===== src/rtl/regwp_pkg.sv =====
package regwp_pkg;
  typedef enum logic [1:0] {
    LK_LOCKED = 2'd0,
    LK_ARMED  = 2'd1,
    LK_OPEN   = 2'd2
  } lock_state_e;
endpackage


===== src/rtl/regwp_addr_decode.sv =====
module regwp_addr_decode #(
  parameter int ADDR_W = 8,
  parameter logic [ADDR_W-1:0] KEY0_ADDR = 8'h6C,
  parameter logic [ADDR_W-1:0] KEY1_ADDR = 8'h70
) (
  input  logic [ADDR_W-1:0] addr,
  output logic              hit_key0,
  output logic              hit_key1,
  output logic              hit_any
);
  always_comb begin
    hit_key0 = (addr == KEY0_ADDR);
    hit_key1 = (addr == KEY1_ADDR);
    hit_any  = hit_key0 | hit_key1;
  end
endmodule


===== src/rtl/regwp_key_fsm.sv =====
module regwp_key_fsm
  import regwp_pkg::*;
#(
  parameter int DATA_W = 32,
  parameter logic [DATA_W-1:0] KEY0_VAL = 32'h83E70B13,
  parameter logic [DATA_W-1:0] KEY1_VAL = 32'h95A4F1E0
) (
  input  logic              clk,
  input  logic              rst,
  input  logic              wr_en,
  input  logic              hit_key0,
  input  logic              hit_key1,
  input  logic [DATA_W-1:0] wdata,
  output lock_state_e       state
);
  lock_state_e state_d;

  always_comb begin
    state_d = state;
    if (wr_en) begin
      if (hit_key0) begin
        // first key always restarts the sequence
        state_d = (wdata == KEY0_VAL) ? LK_ARMED : LK_LOCKED;
      end else if (hit_key1) begin
        if (state == LK_ARMED)
          state_d = (wdata == KEY1_VAL) ? LK_OPEN : LK_LOCKED;
      end else if (state == LK_ARMED) begin
        // any other write between the keys breaks the sequence
        state_d = LK_LOCKED;
      end
    end
  end

  always_ff @(posedge clk) begin
    if (rst) state <= LK_LOCKED;
    else     state <= state_d;
  end
endmodule


===== src/rtl/regwp_write_gate.sv =====
module regwp_write_gate
  import regwp_pkg::*;
#(
  parameter int ADDR_W = 8,
  parameter int DATA_W = 32
) (
  input  logic              clk,
  input  logic              rst,
  input  logic              wr_en,
  input  logic              hit_any,
  input  logic [ADDR_W-1:0] addr,
  input  logic [DATA_W-1:0] wdata,
  input  lock_state_e       state,
  output logic              rf_wr_en,
  output logic [ADDR_W-1:0] rf_addr,
  output logic [DATA_W-1:0] rf_wdata
);
  logic pass;
  assign pass = wr_en && !hit_any && (state == LK_OPEN);

  always_ff @(posedge clk) begin
    if (rst) begin
      rf_wr_en <= 1'b0;
      rf_addr  <= '0;
      rf_wdata <= '0;
    end else begin
      rf_wr_en <= pass;
      if (pass) begin
        rf_addr  <= addr;
        rf_wdata <= wdata;
      end
    end
  end
endmodule


===== src/rtl/regwp_read_mask.sv =====
module regwp_read_mask #(
  parameter int DATA_W = 32
) (
  input  logic              clk,
  input  logic              rst,
  input  logic              hit_any,
  input  logic [DATA_W-1:0] rf_rdata,
  output logic [DATA_W-1:0] bus_rdata
);
  always_ff @(posedge clk) begin
    if (rst)          bus_rdata <= '0;
    else if (hit_any) bus_rdata <= '0;
    else              bus_rdata <= rf_rdata;
  end
endmodule


===== src/rtl/regwp_gate.sv =====
module regwp_gate
  import regwp_pkg::*;
#(
  parameter int ADDR_W = 8,
  parameter int DATA_W = 32,
  parameter logic [ADDR_W-1:0] KEY0_ADDR = 8'h6C,
  parameter logic [ADDR_W-1:0] KEY1_ADDR = 8'h70,
  parameter logic [DATA_W-1:0] KEY0_VAL  = 32'h83E70B13,
  parameter logic [DATA_W-1:0] KEY1_VAL  = 32'h95A4F1E0
) (
  input  logic              clk,
  input  logic              rst,
  input  logic              bus_wr_en,
  input  logic [ADDR_W-1:0] bus_addr,
  input  logic [DATA_W-1:0] bus_wdata,
  input  logic [DATA_W-1:0] rf_rdata,
  output logic              rf_wr_en,
  output logic [ADDR_W-1:0] rf_addr,
  output logic [DATA_W-1:0] rf_wdata,
  output logic [DATA_W-1:0] bus_rdata,
  output logic [1:0]        lock_state
);
  logic        hit_key0, hit_key1, hit_any;
  lock_state_e state;

  regwp_addr_decode #(
    .ADDR_W(ADDR_W), .KEY0_ADDR(KEY0_ADDR), .KEY1_ADDR(KEY1_ADDR)
  ) u_dec (
    .addr(bus_addr), .hit_key0(hit_key0), .hit_key1(hit_key1), .hit_any(hit_any)
  );

  regwp_key_fsm #(
    .DATA_W(DATA_W), .KEY0_VAL(KEY0_VAL), .KEY1_VAL(KEY1_VAL)
  ) u_fsm (
    .clk(clk), .rst(rst), .wr_en(bus_wr_en), .hit_key0(hit_key0),
    .hit_key1(hit_key1), .wdata(bus_wdata), .state(state)
  );

  regwp_write_gate #(.ADDR_W(ADDR_W), .DATA_W(DATA_W)) u_gate (
    .clk(clk), .rst(rst), .wr_en(bus_wr_en), .hit_any(hit_any),
    .addr(bus_addr), .wdata(bus_wdata), .state(state),
    .rf_wr_en(rf_wr_en), .rf_addr(rf_addr), .rf_wdata(rf_wdata)
  );

  regwp_read_mask #(.DATA_W(DATA_W)) u_rmask (
    .clk(clk), .rst(rst), .hit_any(hit_any), .rf_rdata(rf_rdata),
    .bus_rdata(bus_rdata)
  );

  assign lock_state = state;
endmodule


===== config.mk =====
export PLATFORM = sky130hd
export DESIGN_NAME = regwp_gate
export DESIGN_NICKNAME = d
export VERILOG_FILES = /design/src/rtl/regwp_pkg.sv /design/src/rtl/regwp_addr_decode.sv /design/src/rtl/regwp_key_fsm.sv /design/src/rtl/regwp_write_gate.sv /design/src/rtl/regwp_read_mask.sv /design/src/rtl/regwp_gate.sv
export SDC_FILE = /design/constraint.sdc
export NUM_CORES = 1
export LEC_CHECK = 0
export BUFFER_PORTS_ARGS = -buffer_cell sky130_fd_sc_hd__buf_2
export CORE_MARGIN = 3
export CORE_UTILIZATION = 25
export CTS_CLUSTER_DIAMETER = 30
export DETAILED_ROUTE_END_ITERATION = 8
export PLACE_DENSITY_LB_ADDON = 0.05
export SYNTH_ARGS = -nofsm -noshare
export SYNTH_HDL_FRONTEND = slang
export SYNTH_SLANG_ARGS = --single-unit
export TNS_END_PERCENT = 1

===== constraint.sdc =====
create_clock -name clk -period 1.48 [get_ports clk]
set_clock_uncertainty 0.2 [all_clocks]
set_input_delay 0.148 -clock clk [delete_from_list [all_inputs] [get_ports clk]]
set_output_delay 0.148 -clock clk [all_outputs]
set_load 0.01 [all_outputs]

==> results of run 1 <==
==> per-layer routing <==
layer	wire length (um)	GRT usage, %	vias to the layer above	share of wire, %
met5	0	0	-	0
met4	120	3.78	0	1.2
met3	734	6.28	13	7.6
met2	4760	28.1	112	49
met1	4080	18.0	1413	42
li1	-	-	1499	-
==> kinds of logic (layout without fill, tap and decap cells) <==
kind of cell,Yosys count,count (layout),share of synthesized area (%)
AO/OA/AOI/OAI,85,85,16.3
buffers and inverters,25,262,5.19
flip-flops,75,75,54.6
AND/OR/NAND/NOR,108,108,23.8
==> worst paths after layout <==
path	endpoint	slack (ns)	cells past startpoint
worst max-delay path	u_fsm.state[1]$_SDFFE_PP0P_	0.05	7
worst min-delay path	u_gate.rf_wdata[17]$_SDFFE_PP0P_	0.008	4
worst max register to register	u_gate.rf_wdata[19]$_SDFFE_PP0P_	0.08	4
worst min register to register	u_gate.rf_wdata[1]$_SDFFE_PP0P_	0.28	2
==> state kept, by name (all words and copies together) (netlist names) <==
register	count
u_fsm.state	2
u_gate.rf_wr_en	1
u_rmask.bus_rdata	32
u_gate.rf_addr	8
u_gate.rf_wdata	32
==> worst max-delay path, stage by stage <==
cell and delay [ns]:
sky130_fd_sc_hd__buf_2 0.09, sky130_fd_sc_hd__dlygate4sd3_1 0.55, sky130_fd_sc_hd__buf_4 0.11, sky130_fd_sc_hd__nand4b_1 0.09
sky130_fd_sc_hd__nor3_1 0.13, sky130_fd_sc_hd__nand4_1 0.12, sky130_fd_sc_hd__o31ai_1 0.24
==> per-stage QoR <==
step                      hold WS (ns)  utilization [%]
final                          0.00785             45.3
after CTS                      0.00372             45.3
after detailed placement         0.149             36.2
after global routing            0.0213             45.3
after global placement           0.147             36.2
after floorplan                 0.0697                -
==> final cells by class <==
| type | instances | share of cell area, % |
|---|---|---|
| Timing Repair Buffer | 247 | 35.9 |
| Sequential cell | 75 | 31.6 |
| Multi-Input combinational cell | 193 | 23.9 |
| Tap cell | 136 | 3.58 |
| Clock buffer | 11 | 2.97 |
| Clock inverter | 4 | 2.08 |
==> report_power, final <==
part           switching [W]  internal (W)  total, W  leakage [nW]
sequential         0.0000108       0.00206   0.00207         0.613
clock               0.000763       0.00116   0.00193         0.120
combinational       0.000191      0.000289  0.000480          1.38
total               0.000965       0.00351   0.00448          2.11
==> cells in the final DEF (no fill, tap or decap), types with 2 or more instances in the layout <==
cell,netlist,routed
sky130_fd_sc_hd__o21ai_1,5,5
sky130_fd_sc_hd__nand4_1,2,2
sky130_fd_sc_hd__dlygate4sd3_1,0,68
sky130_fd_sc_hd__nand4b_1,4,4
sky130_fd_sc_hd__and2_1,32,32
sky130_fd_sc_hd__nor4_2,0,3
sky130_fd_sc_hd__buf_2,2,148
sky130_fd_sc_hd__nand3b_1,3,3
sky130_fd_sc_hd__buf_12,0,4
sky130_fd_sc_hd__dfxtp_1,75,75
sky130_fd_sc_hd__bufinv_16,0,3
sky130_fd_sc_hd__and3b_1,2,2
sky130_fd_sc_hd__nor3_1,4,4
sky130_fd_sc_hd__o21ai_0,35,35
sky130_fd_sc_hd__buf_4,1,26
sky130_fd_sc_hd__nor2_1,2,2
sky130_fd_sc_hd__nand2_1,6,6
sky130_fd_sc_hd__a21oi_1,41,41
sky130_fd_sc_hd__nand3_1,39,39
sky130_fd_sc_hd__clkbuf_8,0,10
==> timing repair <==
| action | 4_1_cts | 5_1_grt |
|---|---|---|
| resized for setup | 0 | 5 |
| hold buffers | 71 | 0 |
| setup endpoints to repair | 0 | 8 |
| endpoints found under the hold margin | 72 | 0 |
| buffers inserted | 0 | 0 |
==> run_summary.xml, run 1 <==
<?xml version="1.0" encoding="UTF-8"?>
<metrics>
  <group name="synthesis">
    <metric name="synth_warnings" unit="">0</metric>
    <metric name="synth_top_flop_cell" unit="">sky130_fd_sc_hd__dfxtp_1</metric>
    <metric name="ys_seq_elements" unit="">75</metric>
    <metric name="async_reset_ff_share" unit="%">0</metric>
    <metric name="fraction_of_synthesized_cell_area_taken_by_the_top_area_cell_type" unit="%">54.6</metric>
    <metric name="synth_area" unit="um^2">2750</metric>
    <metric name="synth.avg_cell_area" unit="um^2">9.38</metric>
    <metric name="synth_common_cells" unit="">sky130_fd_sc_hd__dfxtp_1, sky130_fd_sc_hd__a21oi_1, sky130_fd_sc_hd__nand3_1</metric>
    <metric name="postSynthCellCount" unit="">293</metric>
    <metric name="netlist.top_cell.by_area" unit="">sky130_fd_sc_hd__dfxtp_1</metric>
    <metric name="synthMostInstantiatedCell" unit="">sky130_fd_sc_hd__dfxtp_1</metric>
    <metric name="yosysUniqueCellTypes" unit="">33</metric>
    <metric name="synth_fp_nets" unit="">368</metric>
    <metric name="synth_edf_count" unit="">0</metric>
    <metric name="synth.top_cells.by_area" unit="">sky130_fd_sc_hd__dfxtp_1, sky130_fd_sc_hd__a21oi_1, sky130_fd_sc_hd__and2_1</metric>
    <metric name="ys_seq_area_share" unit="%">54.6</metric>
  </group>
  <group name="layout">
    <metric name="drive_above_1_share" unit="%">37.7</metric>
    <metric name="fillerInstances" unit="">1035</metric>
    <metric name="multi_input_area" unit="um^2">1140</metric>
    <metric name="postLayoutCellArea" unit="um^2">4760</metric>
    <metric name="regArea" unit="um^2">1500</metric>
    <metric name="antennaDiodeCount" unit="">0</metric>
    <metric name="final_nets" unit="">601</metric>
    <metric name="area_delta_synth_final" unit="%">73.1</metric>
    <metric name="final-instance-count-excl-fill" unit="">666</metric>
  </group>
  <group name="sta">
    <metric name="worst_margin_pin_slew" unit="ns">0.508</metric>
    <metric name="setup_violations" unit="">0</metric>
    <metric name="slew_viol_final" unit="">0</metric>
    <metric name="setup_total_negative_slack" unit="ns">0</metric>
    <metric name="timing.slew.headroom" unit="%">66.1</metric>
    <metric name="rsz0062_at_grt" unit="">yes</metric>
    <metric name="hold_viol_final" unit="">0</metric>
    <metric name="max_freq" unit="MHz">701</metric>
    <metric name="period_minus_slack" unit="ns">1.43</metric>
    <metric name="min_period_over_period" unit="%">96.4</metric>
    <metric name="finalWorstSetupSlack" unit="ns">0.0533</metric>
  </group>
  <group name="hold_path">
    <metric name="hold_path.class" unit="">in -&gt; reg</metric>
    <metric name="min-delay-start" unit="">bus_wdata[17]</metric>
  </group>
  <group name="critical_path">
    <metric name="critical_path.startpoint" unit="">bus_wdata[14]</metric>
    <metric name="critPathRequiredTime" unit="ns">1.54</metric>
    <metric name="timing.rr.start" unit="">u_fsm.state[1]$_SDFFE_PP0P_</metric>
    <metric name="worstSetupPathType" unit="">in -&gt; reg</metric>
    <metric name="timing.critical_path.arrival" unit="ns">1.48</metric>
    <metric name="crit_path_end_kind" unit="">flip-flop</metric>
    <metric name="startpoint_type" unit="">input pin</metric>
    <metric name="crit_path_max_fanout" unit="">2</metric>
  </group>
  <group name="routing">
    <metric name="number_of_antenna_violating_nets_in_the_routed_design" unit="">0</metric>
    <metric name="vias" unit="">3037</metric>
    <metric name="initial_detailed_routing_violation_count" unit="">99</metric>
    <metric name="route.detailed.wl_per_inst" unit="um">14.5</metric>
    <metric name="drt_first_pass_iters" unit="">4</metric>
    <metric name="drc_errors" unit="">0</metric>
    <metric name="route.detailed.vias_per_inst" unit="">4.56</metric>
    <metric name="wirelength" unit="mm">9.69</metric>
  </group>
  <group name="clock_network">
    <metric name="clk-insertion-delay-late" unit="ns">0.34</metric>
    <metric name="htreeDepth" unit="">3</metric>
    <metric name="clock_sinks" unit="">75</metric>
    <metric name="clk_pin_slew_worst_paths" unit="ns">0.08</metric>
    <metric name="max-clock-path-buffers" unit="">2</metric>
    <metric name="ctsRootBufferMaster" unit="">sky130_fd_sc_hd__clkbuf_8</metric>
    <metric name="cts_made_buffers" unit="">9</metric>
    <metric name="clock_tree_from_tritoncts" unit="">yes</metric>
  </group>
  <group name="job">
    <metric name="timing.max_cap.violations" unit="">0</metric>
  </group>
  <group name="die">
    <metric name="num_io_pins" unit="">150</metric>
    <metric name="start_util" unit="%">26.1</metric>
    <metric name="core_rows" unit="">37</metric>
    <metric name="fp.dieW" unit="um">111</metric>
    <metric name="die_h" unit="um">111</metric>
    <metric name="floorplan.die_area" unit="um^2">12300</metric>
    <metric name="core-area" unit="um^2">10500</metric>
  </group>
  <group name="power">
    <metric name="vdd_ir_drop_max" unit="V">0.000603</metric>
    <metric name="total_power" unit="W">0.00448</metric>
    <metric name="power_leakage" unit="nW">2.11</metric>
    <metric name="power.density" unit="nW/um^2">942</metric>
  </group>
  <group name="place">
    <metric name="port_buffers" unit="">149</metric>
    <metric name="pre_cts_ws" unit="ns">-0.254</metric>
    <metric name="dpl_cell_area" unit="um^2">3810</metric>
    <metric name="number_of_placed_instances_taps_included" unit="">583</metric>
    <metric name="globalplace.congestion" unit="">0.799</metric>
    <metric name="half_perimeter_wire_length_after_detailed_placement" unit="mm">6.66</metric>
  </group>
  <group name="global_routing">
    <metric name="grt_util_all_layers" unit="%">15.9</metric>
    <metric name="first_global_vias" unit="">3153</metric>
    <metric name="antenna_found_initial" unit="">0</metric>
    <metric name="globalRoute.totalOverflow" unit="">0</metric>
    <metric name="grt_start_max_net_pins" unit="">36</metric>
    <metric name="grt_first_pass_wirelength" unit="mm">16.0</metric>
  </group>
  <group name="run_status">
    <metric name="run_status" unit="">completed</metric>
  </group>
</metrics>
(Power assumes the default switching activity.)
==> inputs of run 2 (changes only) <==
CORE_ASPECT_RATIO = 0.8   (was unset)
==> run_summary.xml, run 2 (same netlist as run 1, synthesis figures left out) <==
<?xml version="1.0" encoding="UTF-8"?>
<metrics>
  <group name="run_status">
    <metric name="run_status" unit="">completed</metric>
  </group>
  <group name="layout">
    <metric name="drive_above_1_share" unit="%">36.9</metric>
    <metric name="largestRegisters" unit="">u_gate.rf_wdata x32, u_rmask.bus_rdata x32, u_gate.rf_addr x8</metric>
    <metric name="post-route-util" unit="%">45.0</metric>
    <metric name="layout_commonest_cell" unit="">sky130_fd_sc_hd__buf_2</metric>
    <metric name="antennaDiodeCount" unit="">0</metric>
    <metric name="area_delta_synth_final" unit="%">71.8</metric>
    <metric name="final_nets" unit="">591</metric>
    <metric name="layout.cells.most_common_list" unit="">sky130_fd_sc_hd__buf_2, sky130_fd_sc_hd__dfxtp_1, sky130_fd_sc_hd__dlygate4sd3_1, sky130_fd_sc_hd__a21oi_1, sky130_fd_sc_hd__nand3_1</metric>
  </group>
  <group name="clock_network">
    <metric name="cts_made_buffers" unit="">9</metric>
    <metric name="ctsRootBufferMaster" unit="">sky130_fd_sc_hd__clkbuf_16</metric>
    <metric name="clock_sinks" unit="">75</metric>
    <metric name="htreeDepth" unit="">3</metric>
    <metric name="clk-insertion-delay-late" unit="ns">0.32</metric>
    <metric name="max-clock-path-buffers" unit="">2</metric>
    <metric name="clock_tree_from_tritoncts" unit="">yes</metric>
    <metric name="post_cts_setup_bufs" unit="">0</metric>
    <metric name="clk_pin_slew_worst_paths" unit="ns">0.05</metric>
  </group>
  <group name="critical_path">
    <metric name="startpoint_type" unit="">input pin</metric>
    <metric name="critPathRequiredTime" unit="ns">1.53</metric>
    <metric name="crit_path_max_fanout" unit="">3</metric>
    <metric name="timing.critical_path.arrival" unit="ns">1.48</metric>
    <metric name="worstSetupPathType" unit="">in -&gt; reg</metric>
    <metric name="crit_path_end_kind" unit="">flip-flop</metric>
  </group>
  <group name="sta">
    <metric name="finalWorstSetupSlack" unit="ns">0.0516</metric>
    <metric name="period_minus_slack" unit="ns">1.43</metric>
    <metric name="hold_slack" unit="ns">0.0106</metric>
    <metric name="worst_margin_pin_slew" unit="ns">0.532</metric>
    <metric name="max_freq" unit="MHz">700</metric>
    <metric name="hold_viol_final" unit="">0</metric>
    <metric name="slew_viol_final" unit="">0</metric>
    <metric name="min_period_over_period" unit="%">96.5</metric>
    <metric name="timing.slew.headroom" unit="%">64.4</metric>
    <metric name="rsz0062_at_grt" unit="">yes</metric>
    <metric name="setup_violations" unit="">0</metric>
  </group>
  <group name="routing">
    <metric name="route.detailed.vias_per_inst" unit="">4.47</metric>
    <metric name="drt_first_pass_iters" unit="">5</metric>
    <metric name="drc_errors" unit="">0</metric>
    <metric name="initial_detailed_routing_violation_count" unit="">94</metric>
    <metric name="number_of_antenna_violating_nets_in_the_routed_design" unit="">0</metric>
    <metric name="wirelength" unit="mm">9.74</metric>
    <metric name="route.detailed.wl_per_inst" unit="um">14.7</metric>
    <metric name="vias" unit="">2955</metric>
  </group>
  <group name="global_routing">
    <metric name="globalRoute.totalOverflow" unit="">0</metric>
    <metric name="antenna_found_initial" unit="">0</metric>
    <metric name="grt_first_pass_wirelength" unit="mm">15.3</metric>
    <metric name="grt_start_max_net_pins" unit="">36</metric>
    <metric name="grt_util_all_layers" unit="%">16.1</metric>
    <metric name="first_global_vias" unit="">2958</metric>
  </group>
  <group name="hold_path">
    <metric name="hold_path.class" unit="">in -&gt; reg</metric>
  </group>
  <group name="die">
    <metric name="core_rows" unit="">33</metric>
    <metric name="die_h" unit="um">99.8</metric>
    <metric name="fp.dieW" unit="um">123</metric>
    <metric name="floorplan.die_area" unit="um^2">12300</metric>
    <metric name="core-area" unit="um^2">10500</metric>
    <metric name="start_util" unit="%">26.2</metric>
    <metric name="num_io_pins" unit="">150</metric>
  </group>
  <group name="power">
    <metric name="total_power" unit="W">0.00474</metric>
    <metric name="vdd_ir_drop_max" unit="V">0.000481</metric>
    <metric name="power.density" unit="nW/um^2">1000</metric>
    <metric name="power_leakage" unit="nW">2.09</metric>
  </group>
  <group name="place">
    <metric name="pre_cts_ws" unit="ns">-0.271</metric>
    <metric name="half_perimeter_wire_length_after_detailed_placement" unit="mm">6.88</metric>
    <metric name="port_buffers" unit="">149</metric>
    <metric name="globalplace.congestion" unit="">0.750</metric>
  </group>
  <group name="job">
    <metric name="timing.max_cap.violations" unit="">0</metric>
  </group>
</metrics>
==> run 2: changes by cell type in the layout (fill, tap and decap cells not counted), moves of 3 or more <==
cell,before,now
sky130_fd_sc_hd__dlygate4sd3_1,68,65
sky130_fd_sc_hd__clkbuf_8,10,2
sky130_fd_sc_hd__clkbuf_16,0,9
sky130_fd_sc_hd__buf_2,148,145
==> run 2: critical path, stage by stage <==
cell and delay, ns:
sky130_fd_sc_hd__dlygate4sd3_1 0.52, sky130_fd_sc_hd__buf_2 0.14, sky130_fd_sc_hd__nand4bb_1 0.12, sky130_fd_sc_hd__nor4_2 0.27
sky130_fd_sc_hd__nand4_1 0.13, sky130_fd_sc_hd__a21oi_1 0.15
==> run 2: layout make-up <==
class                           instances  area, um^2
Sequential cell                        75        1500
Clock buffer                           12         256
Multi-Input combinational cell        193        1120
Tap cell                              140         175
Clock inverter                          4        48.8
Fill cell                            1107        5770
Timing Repair Buffer                  237        1620
==> run 2: final timing paths <==
| check | startpoint | endpoint | slack [ns] | cells after the start |
|---|---|---|---|---|
| worst min-delay path | bus_wdata[11] | u_fsm.state[1]$_SDFFE_PP0P_ | 0.01 | 4 |
| worst min register to register | u_gate.rf_addr[7]$_SDFFE_PP0P_ | u_gate.rf_addr[7]$_SDFFE_PP0P_ | 0.27 | 2 |
| worst max-delay path | bus_wdata[25] | u_fsm.state[0]$_SDFFE_PP0P_ | 0.05 | 6 |
| worst max register to register | u_fsm.state[1]$_SDFFE_PP0P_ | u_gate.rf_wdata[27]$_SDFFE_PP0P_ | 0.10 | 4 |
==> run 2: where the power goes <==
part | switching, W | internal [W]
clock | 0.000814 | 0.00139
combinational | 0.000185 | 0.000271
sequential | 0.0000101 | 0.00207
total | 0.00101 | 0.00373
==> run 2: what timing repair did <==
action                                  CTS  global route
endpoints found under the setup margin    0            17
gates resized for setup                   0             2
hold endpoints to repair                 66             2
hold buffers                             63             2
==> run 2: routing by layer <==
layer / wire length [um] / share of wire, % / track usage (%)
met5: 0 / 0 / 0
met4: 92 / 0.95 / 4.34
met3: 712 / 7.3 / 5.40
met2: 4540 / 47 / 25.9
met1: 4390 / 45 / 20.6
==> run 2: metrics by stage <==
| stage | instances | area [um^2] | setup TNS, ns |
|---|---|---|---|
| 2_1_floorplan | 293 | 2750 | 0 |
| 3_3_place_gp | 583 | 3770 | -15.61 |
| 3_5_place_dp | 583 | 3770 | -15.34 |
| 4_1_cts | 662 | 4710 | 0 |
| 5_1_grt | 661 | 4720 | -0.108 |
| 6_report | 661 | 4720 | 0 |
